<file path="config.mk">
export PLATFORM = sky130hd
export DESIGN_NAME = rtc_nibble_host
export DESIGN_NICKNAME = d
export VERILOG_FILES = /design/src/rtl/rtc_host_pkg.sv /design/src/rtl/rtc_prescaler.sv /design/src/rtl/rtc_wr_decode.sv /design/src/rtl/rtc_rd_mux.sv /design/src/rtl/rtc_nibble_host.sv
export SDC_FILE = /design/constraint.sdc
export NUM_CORES = 1
export LEC_CHECK = 0
export CELL_PAD_IN_SITES_DETAIL_PLACEMENT = 0
export CELL_PAD_IN_SITES_GLOBAL_PLACEMENT = 1
export CORE_MARGIN = 4
export CORE_UTILIZATION = 38
export CTS_CLUSTER_DIAMETER = 80
export DETAILED_ROUTE_END_ITERATION = 10
export MAX_ROUTING_LAYER = met4
export PLACE_DENSITY = 0.94
export REMOVE_ABC_BUFFERS = 1
export SETUP_SLACK_MARGIN = 0.15
export SYNTH_ARGS = -nofsm -noshare
export SYNTH_HDL_FRONTEND = slang
export SYNTH_SLANG_ARGS = --single-unit
</file>
<file path="constraint.sdc">
create_clock -name clk_i -period 5.7 [get_ports clk_i]
set_input_delay 1.425 -clock clk_i [delete_from_list [all_inputs] [get_ports clk_i]]
set_output_delay 1.425 -clock clk_i [all_outputs]
set_load 0.005 [all_outputs]
</file>
<file path="src/rtl/rtc_host_pkg.sv">
package rtc_host_pkg;
  localparam int unsigned NUM_DIGITS = 13;
  localparam logic [3:0]  ADR_CLR    = 4'hD;

  function automatic logic is_live(input logic [3:0] a);
    return a[3:1] == 3'b111;
  endfunction
endpackage

</file>
<file path="src/rtl/rtc_prescaler.sv">
module rtc_prescaler #(
  parameter int unsigned TICKS_PER_FAST = 32,
  parameter int unsigned FAST_PER_SEC   = 1024,
  parameter int unsigned SEC_PER_MIN    = 60,
  parameter int unsigned MIN_PER_HR     = 60,
  parameter int unsigned BUSY_FAST      = 2
) (
  input  logic clk_i,
  input  logic rst_ni,
  input  logic tick_i,
  input  logic sub_clr_i,
  output logic fast_lvl_o,
  output logic sec_lvl_o,
  output logic min_lvl_o,
  output logic hr_lvl_o,
  output logic sec_tick_o,
  output logic busy_o
);
  localparam int unsigned TW = (TICKS_PER_FAST > 2) ? $clog2(TICKS_PER_FAST) : 1;
  localparam int unsigned FW = (FAST_PER_SEC   > 2) ? $clog2(FAST_PER_SEC)   : 1;
  localparam int unsigned SW = (SEC_PER_MIN    > 2) ? $clog2(SEC_PER_MIN)    : 1;
  localparam int unsigned MW = (MIN_PER_HR     > 2) ? $clog2(MIN_PER_HR)     : 1;

  logic [TW-1:0] tick_cnt;
  logic [FW-1:0] fast_cnt;
  logic [SW-1:0] sec_cnt;
  logic [MW-1:0] min_cnt;
  logic          fast_tick, min_tick;

  assign fast_tick  = tick_i & (tick_cnt == TW'(TICKS_PER_FAST - 1));
  assign sec_tick_o = fast_tick & ~sub_clr_i & (fast_cnt == FW'(FAST_PER_SEC - 1));
  assign min_tick   = sec_tick_o & (sec_cnt == SW'(SEC_PER_MIN - 1));

  always_ff @(posedge clk_i or negedge rst_ni) begin
    if (!rst_ni) begin
      tick_cnt <= '0;
      fast_cnt <= '0;
      sec_cnt  <= '0;
      min_cnt  <= '0;
    end else begin
      if (tick_i) tick_cnt <= fast_tick ? '0 : tick_cnt + 1'b1;
      if (sub_clr_i)      fast_cnt <= '0;
      else if (fast_tick) fast_cnt <= sec_tick_o ? '0 : fast_cnt + 1'b1;
      if (sec_tick_o) sec_cnt <= min_tick ? '0 : sec_cnt + 1'b1;
      if (min_tick)   min_cnt <= (min_cnt == MW'(MIN_PER_HR - 1)) ? '0 : min_cnt + 1'b1;
    end
  end

  assign fast_lvl_o = tick_cnt >= TW'(TICKS_PER_FAST / 2);
  assign sec_lvl_o  = fast_cnt >= FW'(FAST_PER_SEC / 2);
  assign min_lvl_o  = sec_cnt  >= SW'(SEC_PER_MIN / 2);
  assign hr_lvl_o   = min_cnt  >= MW'(MIN_PER_HR / 2);
  // window covering the last BUSY_FAST fast periods before the carry
  assign busy_o     = fast_cnt >= FW'(FAST_PER_SEC - BUSY_FAST);
endmodule

</file>
<file path="src/rtl/rtc_wr_decode.sv">
module rtc_wr_decode
  import rtc_host_pkg::*;
(
  input  logic                  clk_i,
  input  logic                  rst_ni,
  input  logic                  wr_stb_i,
  input  logic [3:0]            adr_i,
  input  logic [3:0]            wdata_i,
  output logic                  clr_o,
  output logic [NUM_DIGITS-1:0] dig_wr_o,
  output logic [3:0]            dig_wdata_o
);
  logic [NUM_DIGITS-1:0] hit;

  for (genvar g = 0; g < NUM_DIGITS; g++) begin : g_hit
    assign hit[g] = wr_stb_i & (adr_i == 4'(g));
  end

  assign clr_o = wr_stb_i & (adr_i == ADR_CLR);

  always_ff @(posedge clk_i or negedge rst_ni) begin
    if (!rst_ni) begin
      dig_wr_o    <= '0;
      dig_wdata_o <= '0;
    end else begin
      dig_wr_o <= hit;
      if (|hit) dig_wdata_o <= wdata_i;
    end
  end
endmodule

</file>
<file path="src/rtl/rtc_rd_mux.sv">
module rtc_rd_mux
  import rtc_host_pkg::*;
(
  input  logic [3:0]              adr_i,
  input  logic [NUM_DIGITS*4-1:0] dig_i,
  input  logic [3:0]              live_i,
  output logic [3:0]              data_o
);
  logic [3:0] dig_sel [NUM_DIGITS];

  for (genvar g = 0; g < NUM_DIGITS; g++) begin : g_dig
    assign dig_sel[g] = dig_i[4*g +: 4];
  end

  always_comb begin
    data_o = '0;
    if (is_live(adr_i)) data_o = live_i;
    for (int k = 0; k < NUM_DIGITS; k++)
      if (adr_i == 4'(k)) data_o = dig_sel[k];
  end
endmodule

</file>
<file path="src/rtl/rtc_nibble_host.sv">
module rtc_nibble_host
  import rtc_host_pkg::*;
#(
  parameter int unsigned TICKS_PER_FAST = 32,
  parameter int unsigned FAST_PER_SEC   = 1024,
  parameter int unsigned SEC_PER_MIN    = 60,
  parameter int unsigned MIN_PER_HR     = 60,
  parameter int unsigned BUSY_FAST      = 2
) (
  input  logic                      clk_i,
  input  logic                      rst_ni,
  input  logic                      osc_tick_i,
  input  logic                      cs1_i,
  input  logic                      cs2_i,
  input  logic                      adr_wr_i,
  input  logic                      wr_i,
  input  logic                      rd_i,
  input  logic [3:0]                bus_i,
  output logic [3:0]                bus_o,
  output logic                      bus_oe_o,
  input  logic [NUM_DIGITS*4-1:0]   dig_rdata_i,
  output logic [NUM_DIGITS-1:0]     dig_wr_o,
  output logic [3:0]                dig_wdata_o,
  output logic                      sec_tick_o,
  output logic                      busy_o
);
  logic       sel, adr_wr_q, wr_q, adr_stb, wr_stb, clr;
  logic [3:0] adr_q, live;

  assign sel     = cs1_i & cs2_i;
  assign adr_stb = sel & adr_wr_i & ~adr_wr_q;
  assign wr_stb  = sel & wr_i & ~wr_q;

  always_ff @(posedge clk_i or negedge rst_ni) begin
    if (!rst_ni) begin
      adr_wr_q <= 1'b0;
      wr_q     <= 1'b0;
      adr_q    <= '0;
    end else begin
      adr_wr_q <= adr_wr_i;
      wr_q     <= wr_i;
      if (adr_stb) adr_q <= bus_i;
    end
  end

  rtc_wr_decode u_wr (
    .clk_i       (clk_i),
    .rst_ni      (rst_ni),
    .wr_stb_i    (wr_stb),
    .adr_i       (adr_q),
    .wdata_i     (bus_i),
    .clr_o       (clr),
    .dig_wr_o    (dig_wr_o),
    .dig_wdata_o (dig_wdata_o)
  );

  rtc_prescaler #(
    .TICKS_PER_FAST (TICKS_PER_FAST),
    .FAST_PER_SEC   (FAST_PER_SEC),
    .SEC_PER_MIN    (SEC_PER_MIN),
    .MIN_PER_HR     (MIN_PER_HR),
    .BUSY_FAST      (BUSY_FAST)
  ) u_pre (
    .clk_i      (clk_i),
    .rst_ni     (rst_ni),
    .tick_i     (osc_tick_i),
    .sub_clr_i  (clr),
    .fast_lvl_o (live[0]),
    .sec_lvl_o  (live[1]),
    .min_lvl_o  (live[2]),
    .hr_lvl_o   (live[3]),
    .sec_tick_o (sec_tick_o),
    .busy_o     (busy_o)
  );

  rtc_rd_mux u_rd (
    .adr_i  (adr_q),
    .dig_i  (dig_rdata_i),
    .live_i (live),
    .data_o (bus_o)
  );

  assign bus_oe_o = sel & rd_i;
endmodule

</file>
==> flow_metrics.py, run 1 <==
metrics = {
    "clock_tree": {
        "clkTransAtPathRegs_ps": 80,
        "cts_root_buffer": "sky130_fd_sc_hd__clkbuf_8",
        "cts_made_buffers": 5,
        "cts_tree": "built",
        "clock_latency_ps": 310,
        "clk_path_buf_depth": 2,
        "post_cts_hold_buffer_count": 0,
        "cts_sinks": 50,
        "cts_repair_resize_count": 0,
        "cts_htree_levels": 2,
        "cts.repair_timing.setup_buffer_count": 0,
    },
    "die": {
        "std_cell_rows": 32,
        "ioPinCount": 88,
        "dieWidth_um": 97.1,
        "die_height_um": 97.1,
        "core-area_sq_um": 7730,
        "floorplan.initialDensity_pct": 39.0,
        "design.die.area_sq_um": 9420,
    },
    "setup_path": {
        "worstSetupPathType": "in -> out",
        "worst-r2r-setup-slack_ps": 3240,
        "crit_required_ps": 4280,
        "cpMaxStageDelayCell": "sky130_fd_sc_hd__clkdlybuf4s50_1",
        "worst-endpoint-arrival_ps": 3350,
        "cpMostUsedCell": "sky130_fd_sc_hd__clkdlybuf4s50_1",
        "timing.critical_path.fanout_max": 11,
        "kind_of_capture_point_of_the_worst_setup_path": "output pin",
        "cp_cell_sequence": "clkdlybuf4s50_1 > and4b_1 > nand4_4 > nand3_2 > inv_1 > clkdlybuf4s50_1",
        "critical_path.startpoint_type": "input port",
        "critical_path.reg2reg.endpoint": "u_pre.fast_cnt[7]",
        "timing.critical_path.slowest_cell_delay_ps": 490,
        "r2r.worst_path.cells": 5,
        "r2r_start": "adr_q[1]",
    },
    "place": {
        "place_hpwl_mm": 5.83,
        "port-buffer-count": 87,
        "gp_congestion": 0.841,
    },
    "min_path": {
        "hold_start": "u_pre.tick_cnt[3]",
        "worstHoldPathType": "reg -> reg",
        "min_to": "u_pre.tick_cnt[3]",
        "hold-path-cell-count": 1,
    },
    "detailed_routing": {
        "drc_errors": 0,
        "routed-via-count": 2772,
        "routed_wl_mm": 7.95,
        "post_drt_wl_per_cell_um": 15.8,
        "detailedRoute.firstIterationViolations": 170,
        "drt-vias-per-instance": 5.52,
        "drt_pre_antenna_iters": 4,
        "ant_nets": 0,
    },
    "timing": {
        "pins_over_slew_limit": 0,
        "worstMarginPinSlew_ps": 1000,
        "finalCritPeriodShare_pct": 83.8,
        "slew_headroom_pct": 33.2,
        "grt_setup_unrepaired": "false",
        "max_clock_freq_mhz": 209,
        "fin_setup_tns_ps": 0,
        "skew_ps": 13.2,
        "fin_worst_hold_slack_ps": 487,
        "setup_failing_eps_final": 0,
        "final.min_clock_period_ps": 4780,
        "timing_hold_violations_final": 0,
    },
    "synth": {
        "synth_enable_flop_cells": 0,
        "ys_top_cells_by_area": "sky130_fd_sc_hd__dfrtp_1 (41%), sky130_fd_sc_hd__mux2_2 (5.6%), sky130_fd_sc_hd__o21ai_0 (4.1%)",
        "ys_ff_latch": 50,
        "postSynthCellCount": 320,
        "synth_area_per_cell_sq_um": 9.42,
        "netlist_area_sq_um": 3020,
        "synth_largest_area_cell": "sky130_fd_sc_hd__dfrtp_1",
        "synth_top_area_share_pct": 41.5,
        "dominantRegCellSynth": "sky130_fd_sc_hd__dfrtp_1",
        "synth_sequential_area_ratio_pct": 41.5,
        "async_flop_share_pct": 100,
        "synth_cell_type_count": 66,
        "ys.warnings.count": 0,
    },
    "grt": {
        "track_usage_pct": 17.3,
        "global_route.overflow_total": 0,
        "number_of_antenna_violations_at_the_first_check_in_global_routing": 0,
        "grt_start_max_net_pins": 51,
        "number_of_global_route_vias_before_repair": 2703,
        "grt_first_pass_wirelength_mm": 13.1,
    },
    "power": {
        "power.switching_fraction_pct": 33.3,
        "power.leakage_nw": 1.63,
        "clock_power_share_pct": 20.6,
        "power.sequential.fraction_pct": 46.0,
        "total_switching_power_mw": 0.328,
        "worst_ir_drop_vdd_uv": 180,
        "pwr_density_cell_nw_per_um2": 246,
        "power.combinational.fraction_pct": 33.4,
        "power_report.internal_total_mw": 0.657,
    },
    "flow_run": {
        "maxCapViolCount": 0,
    },
    "layout": {
        "flow.area_growth_from_synthesis_pct": 32.9,
        "antenna-diode-count": 0,
        "final_net_count": 472,
        "drive_above_1_share_pct": 10.0,
    },
    "status": {
        "status": "finished, final reports clean",
    },
}
logic make-up after synthesis:
| logic type | Yosys count | share of synthesized area [%] |
|---|---|---|
| buffers and inverters | 26 | 4.40 |
| AND/OR/NAND/NOR | 124 | 22.4 |
| flip-flops | 50 | 41.5 |
| XOR/XNOR | 3 | 0.872 |
| AO/OA/AOI/OAI | 90 | 19.7 |
| multiplexers | 19 | 7.76 |
| adder cells (fa/ha/maj) | 8 | 3.32 |
worst max-delay path, delay by kind of cell:
family	cells	cell delay (ps)
simple gates	3	870
buf+inv	3	1050
power by group through the flow:
stage / registers [mW] / logic (mW) / clock network [mW]
6_report: 0.453 / 0.329 / 0.203
3_3_place_gp: 0.457 / 0.325 / 0
3_5_place_dp: 0.459 / 0.327 / 0
4_1_cts: 0.452 / 0.330 / 0.206
5_1_grt: 0.461 / 0.365 / 0.222
2_1_floorplan: 0.453 / 0.171 / 0
layout make-up:
class | instances | area (sq um)
Tap cell | 102 | 128
Multi-Input combinational cell | 244 | 1630
Sequential cell | 50 | 1250
Clock buffer | 6 | 72.6
Clock inverter | 1 | 7.51
Timing Repair Buffer | 89 | 881
Fill cell | 710 | 3720
Inverter | 10 | 37.5
registers in the layout, indices dropped and copies added, names as in the netlist:
name / cells
adr_q: 4
u_wr.dig_wdata_o: 4
u_pre.sec_cnt: 6
adr_wr_q: 1
u_pre.min_cnt: 6
wr_q: 1
u_pre.fast_cnt: 10
u_wr.dig_wr_o: 13
u_pre.tick_cnt: 5
per-layer routing:
metal / wire length [um] / GRT usage (%) / share of wire [%] / vias to the layer above
met3: 449 / 3.30 / 5.7 / 21
met5: 0 / - / 0 / -
met4: 182 / 5.62 / 2.3 / 0
met2: 3840 / 27.5 / 48 / 86
li1: - / - / - / 1351
met1: 3470 / 22.4 / 44 / 1314
cells in the final DEF, fill, tap and decap left out, types with 8 or more instances in the layout:
cell type / count
sky130_fd_sc_hd__a21oi_1: 17
sky130_fd_sc_hd__nand2_1: 28
sky130_fd_sc_hd__inv_1: 10
sky130_fd_sc_hd__dfrtp_1: 50
sky130_fd_sc_hd__clkdlybuf4s50_1: 86
sky130_fd_sc_hd__nand3_1: 16
sky130_fd_sc_hd__nor3_1: 8
sky130_fd_sc_hd__mux2_2: 15
sky130_fd_sc_hd__ha_1: 8
sky130_fd_sc_hd__o21ai_0: 25
sky130_fd_sc_hd__nor2_1: 30
how the worst max path moves through the flow:
stage / slack [ps] / end / cells after the start / from
6_report: 920 / sec_tick_o / 6 / cs1_i
5_1_grt: 820 / sec_tick_o / 6 / cs2_i
4_1_cts: 930 / sec_tick_o / 6 / cs1_i
3_5_place_dp: 930 / sec_tick_o / 6 / cs1_i
3_3_place_gp: 980 / bus_o[0] / 7 / dig_rdata_i[28]
2_1_floorplan: 1950 / bus_o[0] / 5 / dig_rdata_i[32]
synthesized netlist by cell type, drive strengths merged (2+ instances only):
library cell / n
and3: 5
nand2b: 2
o2111ai: 3
nand2: 28
mux4: 2
a211o: 2
nor3b: 3
a22oi: 2
clkbuf: 6
o221ai: 3
nand4: 5
nor3: 9
ha: 8
mux2: 15
and3b: 2
dfrtp: 50
inv: 10
or4: 3
xnor2: 2
a21oi: 17
o31ai: 2
a31oi: 7
a32o: 2
a211oi: 2
buf: 10
mux2i: 2
o21ai: 27
o211ai: 4
a32oi: 2
a22o: 3
or3: 5
nor2: 31
o21a: 4
nand3: 17
nor2b: 6
metrics by stage:
stage / utilization (%) / worst slack (ps) / total power, mW / cell area (sq um) / std cells
final: 51.9 / 922 / 0.985 / 4010 / 502
after global routing: 51.9 / 824 / 1.05 / 4010 / 502
after CTS: 51.9 / 929 / 0.988 / 4010 / 502
after detailed placement: 50.8 / 931 / 0.786 / 3930 / 495
after global placement: 50.8 / 980 / 0.782 / 3930 / 495
after floorplan: - / 1950 / 0.624 / 2920 / 304
(Power assumes the default switching activity.)
==> run 2, diff against run 1 <==
Settings changed: CORE_UTILIZATION 38 to 36, PLACE_DENSITY 0.94 to 0.9.
Clock period 5.7 ns to 4.6 ns, I/O delays scaled along.
==> run 2 against run 1 <==
Net effect: setup slack worse by 480 ps; sequential share of layout area is 0.45 points lower; critical path depth stayed put; clock power is 56% higher; critical endpoint is now bus_o[1].
==> flow_metrics.py, run 2 (synthesis gave the netlist of run 1 again) <==
metrics = {
    "setup_path": {
        "worst-endpoint-arrival_ps": 3010,
        "timing.critical_path.fanout_max": 1,
        "worstSetupPathType": "in -> out",
        "kind_of_capture_point_of_the_worst_setup_path": "output pin",
        "crit_required_ps": 3450,
        "worst-r2r-setup-slack_ps": 2240,
        "critical_path.startpoint_type": "input port",
    },
    "die": {
        "floorplan.initialDensity_pct": 36.9,
        "die_height_um": 99.5,
        "ioPinCount": 88,
        "std_cell_rows": 33,
        "core-area_sq_um": 8180,
        "design.die.area_sq_um": 9900,
        "dieWidth_um": 99.5,
    },
    "clock_tree": {
        "clock_latency_ps": 310,
        "clk_path_buf_depth": 2,
        "post_cts_hold_buffer_count": 0,
        "clkTransAtPathRegs_ps": 90,
        "cts_htree_levels": 2,
        "cts_made_buffers": 5,
        "cts_repair_resize_count": 0,
        "cts_tree": "built",
        "cts_sinks": 50,
        "cts_root_buffer": "sky130_fd_sc_hd__clkbuf_8",
        "cts.repair_timing.setup_buffer_count": 0,
    },
    "timing": {
        "fin_setup_tns_ps": 0,
        "finalCritPeriodShare_pct": 90.4,
        "timing_hold_violations_final": 0,
        "pins_over_slew_limit": 0,
        "skew_ps": 13.0,
        "grt_setup_unrepaired": "false",
        "final.min_clock_period_ps": 4160,
        "slew_headroom_pct": 37.8,
        "max_clock_freq_mhz": 240,
        "worstMarginPinSlew_ps": 933,
        "setup_failing_eps_final": 0,
    },
    "grt": {
        "number_of_antenna_violations_at_the_first_check_in_global_routing": 0,
        "grt_first_pass_wirelength_mm": 13.1,
        "grt_start_max_net_pins": 51,
        "number_of_global_route_vias_before_repair": 2710,
        "track_usage_pct": 16.7,
        "global_route.overflow_total": 0,
    },
    "power": {
        "power.leakage_nw": 1.67,
        "pwr_density_cell_nw_per_um2": 318,
        "worst_ir_drop_vdd_uv": 228,
        "totalPowerFinal_mw": 1.29,
    },
    "detailed_routing": {
        "routed-via-count": 2768,
        "drt-vias-per-instance": 5.45,
        "post_drt_wl_per_cell_um": 15.9,
        "drt_pre_antenna_iters": 4,
        "routed_wl_mm": 8.05,
        "detailedRoute.firstIterationViolations": 123,
        "drc_errors": 0,
        "ant_nets": 0,
    },
    "min_path": {
        "worstHoldPathType": "reg -> reg",
    },
    "layout": {
        "largest_register": "u_wr.dig_wr_o",
        "post-route-util_pct": 49.8,
        "mostFrequentLayoutCell": "sky130_fd_sc_hd__clkdlybuf4s50_1",
        "drive_above_1_share_pct": 10.9,
        "area_of_combinational_cells_with_multiple_inputs_sq_um": 1630,
        "flow.area_growth_from_synthesis_pct": 34.9,
        "final_net_count": 475,
        "reg_top3": "u_wr.dig_wr_o: 13 flops, u_pre.fast_cnt: 10 flops",
        "layout.cells.most_common_list": "sky130_fd_sc_hd__clkdlybuf4s50_1 (86), sky130_fd_sc_hd__dfrtp_1 (50), sky130_fd_sc_hd__nor2_1 (30)",
        "fillerInstances": 784,
        "regArea_sq_um": 1250,
        "antenna-diode-count": 0,
        "max_ffs_per_register": 13,
    },
    "place": {
        "gp_congestion": 0.836,
        "port-buffer-count": 87,
        "place_hpwl_mm": 6.05,
    },
    "flow_run": {
        "maxCapViolCount": 0,
    },
    "status": {
        "status": "finished, final reports clean",
    },
}
==> run 2: cell count changes in the layout (fill, tap and decap cells not counted) <==
cell | previous run | this run
sky130_fd_sc_hd__clkbuf_8 | 5 | 6
sky130_fd_sc_hd__bufinv_16 | 0 | 1
sky130_fd_sc_hd__clkinvlp_4 | 1 | 0
sky130_fd_sc_hd__clkbuf_1 | 1 | 0
sky130_fd_sc_hd__buf_4 | 2 | 5
==> run 2: final timing paths <==
path                                      to  cells after the start              start
setup / recovery                    bus_o[1]                      6    dig_rdata_i[25]
hold / removal             u_pre.tick_cnt[3]                      1  u_pre.tick_cnt[3]
setup reg to reg           u_pre.fast_cnt[7]                      5           adr_q[1]
hold reg to reg            u_pre.tick_cnt[3]                      1  u_pre.tick_cnt[3]
max in group asynchronous           adr_q[3]                      2             rst_ni
min in group asynchronous   u_pre.sec_cnt[3]                      2             rst_ni
==> run 2: per-layer routing <==
layer / vias up / track usage, % / part of all wire (%)
met5: - / - / 0
met4: 0 / 3.89 / 1.5
met3: 13 / 3.09 / 5.6
met2: 87 / 26.8 / 47
met1: 1317 / 22.0 / 45
li1: 1351 / - / -
==> run 2: critical path: stages <==
cell                              delay, ps
sky130_fd_sc_hd__clkdlybuf4s50_1        400
sky130_fd_sc_hd__mux2_2                 270
sky130_fd_sc_hd__a22o_1                 230
sky130_fd_sc_hd__a22oi_1                300
sky130_fd_sc_hd__o221ai_1               180
sky130_fd_sc_hd__clkdlybuf4s50_1        490
==> run 2: layout make-up <==
type | count | share of cell area, %
Inverter | 10 | 0.923
Timing Repair Buffer | 92 | 22.2
Sequential cell | 50 | 30.8
Multi-Input combinational cell | 244 | 40.1
Tap cell | 105 | 3.23
Clock buffer | 6 | 2.03
Clock inverter | 1 | 0.738
==> run 2: report_power, final <==
group | internal [mW] | switching, mW
combinational | 0.230 | 0.191
sequential | 0.484 | 0.0733
clock | 0.174 | 0.142
total | 0.888 | 0.406
==> run 2: metrics by stage <==
stage | instances | worst slack [ps] | hold WS (ps) | cell area [sq um]
2_1_floorplan | 304 | 1400 | 449 | 2920
3_3_place_gp | 501 | 446 | 475 | 3960
3_5_place_dp | 501 | 440 | 483 | 3960
4_1_cts | 508 | 433 | 499 | 4070
5_1_grt | 508 | 336 | 518 | 4070
6_report | 508 | 442 | 494 | 4070
